===== config.mk =====
export PLATFORM = sky130hd
export DESIGN_NAME = qr_sequencer
export DESIGN_NICKNAME = d
export VERILOG_FILES = /design/src/rtl/qrs_pkg.sv /design/src/rtl/qrs_supervisor.sv /design/src/rtl/qrs_trigger.sv /design/src/rtl/qrs_gate_latch.sv /design/src/rtl/qr_sequencer.sv
export SDC_FILE = /design/constraint.sdc
export NUM_CORES = 1
export LEC_CHECK = 0
export ABC_AREA = 0
export BUFFER_PORTS_ARGS = -buffer_cell sky130_fd_sc_hd__clkbuf_2
export CAP_MARGIN = 30
export CORE_ASPECT_RATIO = 1.25
export CORE_MARGIN = 5
export CORE_UTILIZATION = 60
export DETAILED_ROUTE_END_ITERATION = 10
export PLACE_DENSITY = 0.81
export RECOVER_POWER = 50
export SYNTH_ARGS = -nofsm -noshare
export SYNTH_HDL_FRONTEND = slang
export SYNTH_SLANG_ARGS = --single-unit

===== constraint.sdc =====
create_clock -name clk -period 3.9 [get_ports clk]
set_input_delay 1.17 -clock clk [delete_from_list [all_inputs] [get_ports clk]]
set_output_delay 1.17 -clock clk [all_outputs]
set_load 0.005 [all_outputs]

===== src/rtl/qrs_pkg.sv =====
package qrs_pkg;
    typedef logic [2:0] band_t;
    localparam int unsigned NUM_BANDS = 8;

    typedef struct packed {
        logic lock;
        logic hic;
        logic dis;
    } sup_state_t;
endpackage


===== src/rtl/qrs_supervisor.sv =====
module qrs_supervisor
    import qrs_pkg::*;
(
    input  logic clk,
    input  logic rst_n,
    input  logic sup_above_start,
    input  logic sup_above_stop,
    input  logic cs_above_short,
    input  logic zcd_below_off,
    output logic lockout,
    output logic hiccup,
    output logic disabled,
    output logic run
);
    sup_state_t st_d, st_q;

    always_comb begin
        st_d     = st_q;
        st_d.lock = st_q.lock ? !sup_above_start : !sup_above_stop;
        st_d.hic  = st_q.lock ? 1'b0 : (st_q.hic | cs_above_short);
        st_d.dis  = zcd_below_off;
    end

    always_ff @(posedge clk or negedge rst_n) begin
        if (!rst_n) begin
            st_q <= '{lock: 1'b1, hic: 1'b0, dis: 1'b0};
        end else begin
            st_q <= st_d;
        end
    end

    assign lockout  = st_q.lock;
    assign hiccup   = st_q.hic;
    assign disabled = st_q.dis;
    assign run      = !st_q.lock && !st_q.hic && !st_q.dis;

    // the short-circuit latch holds until lockout
    assert_hiccup_sticky_R8: assert property (@(posedge clk) disable iff (!rst_n)
        (st_q.hic && !st_q.lock) |=> st_q.hic);
    // lockout clears the latch
    assert_hiccup_clear_R8: assert property (@(posedge clk) disable iff (!rst_n)
        st_q.lock |=> !st_q.hic);
endmodule


===== src/rtl/qrs_trigger.sv =====
module qrs_trigger
    import qrs_pkg::*;
#(
    parameter int unsigned BLANK_MIN  = 175,
    parameter int unsigned BLANK_STEP = 104,
    parameter int unsigned START_CYC  = 20000
) (
    input  logic  clk,
    input  logic  rst_n,
    input  logic  run,
    input  logic  gate,
    input  logic  gate_off_now,
    input  logic  zcd_above_arm,
    input  logic  zcd_below_fire,
    input  band_t band,
    output logic  set_req,
    output logic  start_fire,
    output logic  armed,
    output logic  blanking
);
    localparam int unsigned BLANK_MAX = BLANK_MIN + (NUM_BANDS - 1) * BLANK_STEP;
    localparam int unsigned BW        = $clog2(BLANK_MAX + 1);
    localparam int unsigned SW        = $clog2(START_CYC);
    localparam logic [SW-1:0] AGE_LAST = SW'(START_CYC - 1);

    logic [BW-1:0] len_tab [NUM_BANDS];

    for (genvar g = 0; g < NUM_BANDS; g++) begin : g_len
        assign len_tab[g] = BW'(BLANK_MIN + (NUM_BANDS - 1 - g) * BLANK_STEP);
    end

    typedef struct packed {
        logic          armed;
        logic [BW-1:0] blank;
        logic [SW-1:0] age;
    } trg_state_t;

    trg_state_t tq_d, tq_q;
    logic fire_ok;

    always_comb begin
        tq_d       = tq_q;
        blanking   = (tq_q.blank != '0);
        start_fire = !gate && (tq_q.age == AGE_LAST);
        fire_ok    = tq_q.armed && zcd_below_fire;
        set_req    = fire_ok || start_fire;

        if (!run || gate || blanking || fire_ok) begin
            tq_d.armed = 1'b0;
        end else begin
            tq_d.armed = tq_q.armed | zcd_above_arm;
        end

        if (gate_off_now) begin
            tq_d.blank = len_tab[band];
        end else if (blanking) begin
            tq_d.blank = tq_q.blank - 1'b1;
        end else begin
            tq_d.blank = '0;
        end

        if (!run || gate) begin
            tq_d.age = '0;
        end else if (tq_q.age != AGE_LAST) begin
            tq_d.age = tq_q.age + 1'b1;
        end
    end

    always_ff @(posedge clk or negedge rst_n) begin
        if (!rst_n) begin
            tq_q <= '0;
        end else begin
            tq_q <= tq_d;
        end
    end

    assign armed = tq_q.armed;

    // nothing stays armed inside the blanking window
    assert_blank_disarms_R3: assert property (@(posedge clk) disable iff (!rst_n)
        blanking |-> !tq_q.armed);
    // a falling gate always opens a window
    assert_blank_opens_R4: assert property (@(posedge clk) disable iff (!rst_n)
        gate_off_now |=> blanking);
endmodule


===== src/rtl/qrs_gate_latch.sv =====
module qrs_gate_latch #(
    parameter int unsigned LEB_CYC = 10
) (
    input  logic clk,
    input  logic rst_n,
    input  logic run,
    input  logic set_req,
    input  logic cs_above_peak,
    input  logic cs_above_short,
    output logic gate,
    output logic gate_off_now
);
    localparam int unsigned LW = $clog2(LEB_CYC + 1);

    typedef struct packed {
        logic          gate;
        logic [LW-1:0] leb;
    } lat_state_t;

    lat_state_t lq_d, lq_q;
    logic peak_reset;

    always_comb begin
        lq_d       = lq_q;
        peak_reset = cs_above_peak && (lq_q.leb == '0);
        lq_d.gate  = run && !cs_above_short && !peak_reset && (lq_q.gate || set_req);

        if (!lq_d.gate) begin
            lq_d.leb = '0;
        end else if (!lq_q.gate) begin
            lq_d.leb = LW'(LEB_CYC);
        end else if (lq_q.leb != '0) begin
            lq_d.leb = lq_q.leb - 1'b1;
        end

        gate_off_now = lq_q.gate && !lq_d.gate;
    end

    always_ff @(posedge clk or negedge rst_n) begin
        if (!rst_n) begin
            lq_q <= '0;
        end else begin
            lq_q <= lq_d;
        end
    end

    assign gate = lq_q.gate;

    // the gate only drops for a current trip or loss of run
    assert_fall_cause_R6: assert property (@(posedge clk) disable iff (!rst_n)
        $fell(lq_q.gate) |-> $past(cs_above_peak || cs_above_short || !run));
    // a peak flag while off keeps the gate off
    assert_reset_wins_R7: assert property (@(posedge clk) disable iff (!rst_n)
        (!lq_q.gate && cs_above_peak) |=> !lq_q.gate);
endmodule


===== src/rtl/qr_sequencer.sv =====
module qr_sequencer
    import qrs_pkg::*;
#(
    parameter int unsigned BLANK_MIN  = 175,
    parameter int unsigned BLANK_STEP = 104,
    parameter int unsigned START_CYC  = 20000,
    parameter int unsigned LEB_CYC    = 10
) (
    input  logic       clk,
    input  logic       rst_n,
    input  logic       sup_above_start,
    input  logic       sup_above_stop,
    input  logic       zcd_above_arm,
    input  logic       zcd_below_fire,
    input  logic       zcd_below_off,
    input  logic       cs_above_peak,
    input  logic       cs_above_short,
    input  logic [2:0] comp_band,
    output logic       gate_en,
    output logic       st_armed,
    output logic       st_blank,
    output logic       st_hiccup,
    output logic       st_disabled,
    output logic       st_lockout
);
    logic run_w, set_w, fire_w, off_now_w;

    qrs_supervisor u_sup (
        .clk             (clk),
        .rst_n           (rst_n),
        .sup_above_start (sup_above_start),
        .sup_above_stop  (sup_above_stop),
        .cs_above_short  (cs_above_short),
        .zcd_below_off   (zcd_below_off),
        .lockout         (st_lockout),
        .hiccup          (st_hiccup),
        .disabled        (st_disabled),
        .run             (run_w)
    );

    qrs_trigger #(
        .BLANK_MIN  (BLANK_MIN),
        .BLANK_STEP (BLANK_STEP),
        .START_CYC  (START_CYC)
    ) u_trg (
        .clk            (clk),
        .rst_n          (rst_n),
        .run            (run_w),
        .gate           (gate_en),
        .gate_off_now   (off_now_w),
        .zcd_above_arm  (zcd_above_arm),
        .zcd_below_fire (zcd_below_fire),
        .band           (comp_band),
        .set_req        (set_w),
        .start_fire     (fire_w),
        .armed          (st_armed),
        .blanking       (st_blank)
    );

    qrs_gate_latch #(
        .LEB_CYC (LEB_CYC)
    ) u_lat (
        .clk            (clk),
        .rst_n          (rst_n),
        .run            (run_w),
        .set_req        (set_w),
        .cs_above_peak  (cs_above_peak),
        .cs_above_short (cs_above_short),
        .gate           (gate_en),
        .gate_off_now   (off_now_w)
    );

    // lockout holds the gate low
    assert_lockout_gate_R1: assert property (@(posedge clk) disable iff (!rst_n)
        st_lockout |=> !gate_en);
    // the short-circuit latch holds the gate low
    assert_hiccup_gate_R8: assert property (@(posedge clk) disable iff (!rst_n)
        st_hiccup |=> !gate_en);
    // shutdown by the sense pin holds the gate low
    assert_disable_gate_R9: assert property (@(posedge clk) disable iff (!rst_n)
        st_disabled |=> !gate_en);
    // every turn-on comes from an armed fire or the starter
    assert_turn_on_cause_R2: assert property (@(posedge clk) disable iff (!rst_n)
        $rose(gate_en) |-> $past((st_armed && zcd_below_fire) || fire_w));
endmodule


**Word level (Yosys, flattened, before mapping)**

Memory sizes are Yosys's and may differ from the RTL's.
Index checks and enable logic that the tools add are counted.

- Input port bits: 12
- Output and inout port bits: 6
- Memory bits (read-only): 80
- Memories: 1
- Flip-flop bits (word level): 34

- Reductions and logical operators: 28
- Muxes and demuxes: 12
- Add/subtract/negate cells: 3
- Order comparisons: 1
- Equal/unequal tests: 3
- Bitwise logic cells: 3

Memories:

| memory | depth | bits a word | rd ports | clocked after Yosys merged registers in | wr ports | line | RTL |
|---|---|---|---|---|---|---|---|
| (name not given) | 8 | 10 | 1 | 0 | 0 | qrs_trigger.sv:55 | `tq_d.blank = len_tab[band];` |

Operator list:

| operator | number |
|---|---|
| 2-to-1 mux 10 bit | 4 |
| 2-to-1 mux 15 bit | 2 |
| adder 15 x 1 -> 15 bit, second input constant | 1 |
| equality test 15 bit, second input constant | 1 |
| != test 15 bit, second input constant | 1 |
| 2-to-1 mux 4 bit | 3 |
| zero test 1 bit | 10 |
| nonzero test 10 bit | 1 |
| subtractor 10 x 1 -> 10 bit, second input constant | 1 |
| logical AND 1 bit | 9 |
| logical OR 1 bit | 5 |
| >= comparator 4 bit, second input constant | 1 |
| zero test 4 bit | 1 |
| inverter 3 -> 4 bit | 1 |
| nonzero test 4 bit | 1 |
| subtractor 4 x 1 -> 4 bit, second input constant | 1 |
| 2-to-1 mux 1 bit | 3 |
| != test 3 bit, second input constant | 1 |
| OR 1 bit | 2 |
| nonzero test 2 bit | 1 |

**Logic depth before layout (Yosys ltp)**

- Word-level depth: 9
- Gate-level depth with buffers: 7

**Modules after synthesis**

From an unflattened synthesis, not the netlist that was laid out.

- Cell total of the unflattened synthesis: 180
- Area, all modules: 1849.3 µm²

By module, submodules not included:

| module | area each (µm²) | cells an instance | instances | sequential area each (µm²) |
|---|---|---|---|---|
| qrs_trigger | 1465.2 | 146 | 1 | 650.6 |
| qrs_gate_latch | 282.8 | 28 | 1 | 125.1 |
| qrs_supervisor | 101.3 | 6 | 1 | 76.3 |

**Least setup slack after synthesis**

No wires, ideal clock.

- Kind: register to output
- From: register u_trg.tq_q[15] (netlist bit)
- To: output port st_blank
- Required time: 2730 ps
- Path slack: 1307 ps
- Stages on the path, launching flop included: 6
- Buffers on the path: 0
- Data arrival time: 1423 ps
- Cell sequence: dfrtp_1 inv_1 ha_1 or4b_4 nor3_4 inv_2

- Cells in the longest elaborated chain, start to end: 1

Ends and longest elaborated chain:

| item | line | RTL |
|---|---|---|
| start: declaration | qrs_trigger.sv:38 | `trg_state_t tq_d, tq_q;` |
| start signal: assignment | qrs_trigger.sv:73 | `tq_q <= tq_d;` |
| nonzero test 10 bit | qrs_trigger.sv:43 | `blanking = (tq_q.blank != '0);` |
| end: declaration | qr_sequencer.sv:21 | `output logic st_blank,` |

No other way between the ends.

**Worst setup path in the final report**

Same ends and word-level chain as after synthesis.

==> results.cfg <==
[run_status]
run_status = finished, violations left
violations = capacitance limit, slew limit

[worst_setup_path]
critPathArrivalTime_ps = 2030
cp_max_fo = 4
worstReg2RegStart = u_trg.tq_q[15]$_DFF_PN0_
critical_path_class = reg2out
cp-end-kind = output port
critPathSlowestCell = or4b_4
crit_path_max_incr_delay_ps = 510
critPathTopFamily = simple AND/OR/NAND/NOR gates
ff2ff_path_depth = 6
crit_start = u_trg.tq_q[15]$_DFF_PN0_
startpoint_type = register
crit_path_cell_trace = inv_1 > ha_1 > or4b_4 > nor3_4 > inv_2 > clkbuf_2
cp.buffers_inverters = 3
worstPathRequired_ps = 2730
r2r-end = u_trg.tq_q[23]$_DFF_PN0_
r2r_setup_slack_ps = 1920

[synth]
seq_area_frac_synth_pct = 46.3
synth-edff-count = 0
avgSynthCellArea_um2 = 10.2
synthDistinctLibCells = 43
async_reset_ff_share_pct = 100
synth_top_flop_cell = dfrtp_1
synth_nets = 199
yosys_warnings = 0
synth.cell_area_mm2 = 0.00184
syn_inst = 180
ys_top_cells_by_area = dfrtp_1 (45%), ha_1 (4.8%), xor2_1 (4.3%)
synth_top_area_share_pct = 44.9
ys_ff_latch = 34
synth_top_cell_by_area = dfrtp_1

[power_and_ir_drop]
p_leak_nw = 0.890
ir_worst_vdd_mv = 0.260
p_per_area_mw_per_mm2 = 363

[finish]
n_antenna_cell = 0
area_growth_pct = 8.30
layout_commonest_cell = dfrtp_1
drive_above_1_share_pct = 15.6
final_net_count = 217
mostFrequentLayoutCells = dfrtp_1 (33), nor2_1 (18), clkbuf_2 (16), a21oi_1 (11)

[timing]
setup_violations = 0
hold_violations = 0
relSlewSlack_pct = -19.6
clock_skew_ps = 16.2
worst_slew_pin_slew_ps = 1790
layout_min_cycle_time_ps = 3200
timing.final.ws_setup_ps = 704
finalMaxSlewViolations = 35
rsz0062_at_grt = no
fin_crit_sh_pct = 82.0
fmax_mhz = 313
tns_ps = 0

[grt]
grt_pass1_wl_um = 6480
grt_pass1_vias = 1474
grt.overflow.total = 0
track_usage_pct = 19.9
grt_antenna_before_repair = 0
grt_max_degree = 35

[job]
drv_cap = 1

[drt]
vias_per_cell = 6.02
routedWlPerCell_um = 15.3
vias = 1414
drt_wl_total_um = 3610
drc_errors = 0
drtAntennaViolNets = 0
drt_iter0_markers = 51
drt_pass1_iterations = 4

[min_path]
min_from = u_sup.lockout$_DFF_PN1_
hp-class = reg2reg
holdPathStages = 1
hold_end = u_sup.lockout$_DFF_PN1_

[floorplanning]
initial_core_util_pct = 62.4
core_mm2 = 0.00295
die_w_um = 59.5
num_io_pins = 18
num_rows = 22
die_area_mm2 = 0.00428
fp.dieH_um = 71.9

[clock_tree]
clock_latency_ps = 350
cts_made_buffers = 5
postCtsSetupBuffers = 0
htreeDepth = 2
clk_pin_slew_ps = 90
cts_hold_buf = 0
cts_tree = built
post_cts_resized = 0
clockBufferDepth = 2
clkSinkCount = 34
root_buffer = clkbuf_4

[placed_design]
dp_hpwl_um = 2640
place_ws_ps = 1070
io_buffers = 17
gp_congestion = 0.873
## power by group
| group | internal, mW | switching (mW) |
|---|---|---|
| Combinational | 0.0428 | 0.0450 |
| Sequential | 0.385 | 0.0411 |
| Clock | 0.0889 | 0.119 |
## layout make-up
type	instances	area, um^2
well taps	36	45.0
clock buffers	8	58.8
flip-flops and latches	34	852
multi-input cells	130	915
repair buffers	17	83.8
fillers	241	953
inverters	10	37.5
## metal layers
layer / share of wire (%) / GRT usage [%] / routed length (um) / vias up
met5: 0 / 0 / 0 / -
met1: 41 / 22.9 / 1480 / 697
met3: 3.8 / 4.27 / 138 / 7
met4: 2.0 / 8.87 / 73 / 0
met2: 53 / 34.8 / 1910 / 26
li1: - / - / - / 684
## how the worst max path moves through the flow
| stage | slack, ps | depth (start not counted) | end |
|---|---|---|---|
| after floorplan | 1310 | 5 | st_blank |
| after global placement | 1150 | 6 | st_blank |
| after detailed placement | 1070 | 6 | st_blank |
| after CTS | 690 | 6 | st_blank |
| after global routing | 610 | 6 | st_blank |
| final | 700 | 6 | st_blank |
## cell families after synthesis
| logic type | share of synthesized area [%] |
|---|---|
| flops | 46.3 |
| mux | 3.81 |
| buf+inv | 3.95 |
| xor+xnor | 6.67 |
| fa+ha+maj | 4.76 |
| simple gates | 22.9 |
| compound gates | 11.6 |
## per-stage QoR
stage | hold WS (ps) | instance area (um^2) | power, mW | util [%] | cells
final | 524 | 1990 | 0.722 | 67.6 | 235
after detailed placement | 512 | 1930 | 0.519 | 65.7 | 227
after floorplan | 486 | 1840 | 0.485 | - | 180
after global routing | 540 | 1990 | 0.757 | 67.6 | 235
after CTS | 525 | 1990 | 0.725 | 67.7 | 235
after global placement | 507 | 1930 | 0.515 | 65.7 | 227
## cells in the mapped netlist, types with 3 or more instances
master   instances
or3_1            5
o22ai_1          4
ha_1             7
xor2_1           9
nor3b_1          4
inv_1            9
or4_1            3
nor4_1           3
dfrtp_1         33
a21oi_1         11
xnor2_1          5
nor2_1          18
and4_1           3
o31ai_1          3
nand4_1          5
nand2_1          6
o21ai_0          9
nor3_1           3
mux2i_1          7
nand3_1          5
## flip-flops by register name, indices dropped and copies added, names as in the netlist
name,count
u_lat.gate,1
u_lat.lq_q,4
u_sup.disabled,1
u_sup.hiccup,1
u_sup.lockout,1
u_trg.armed,1
u_trg.tq_q,25
Power figures use the tool's default switching activity.
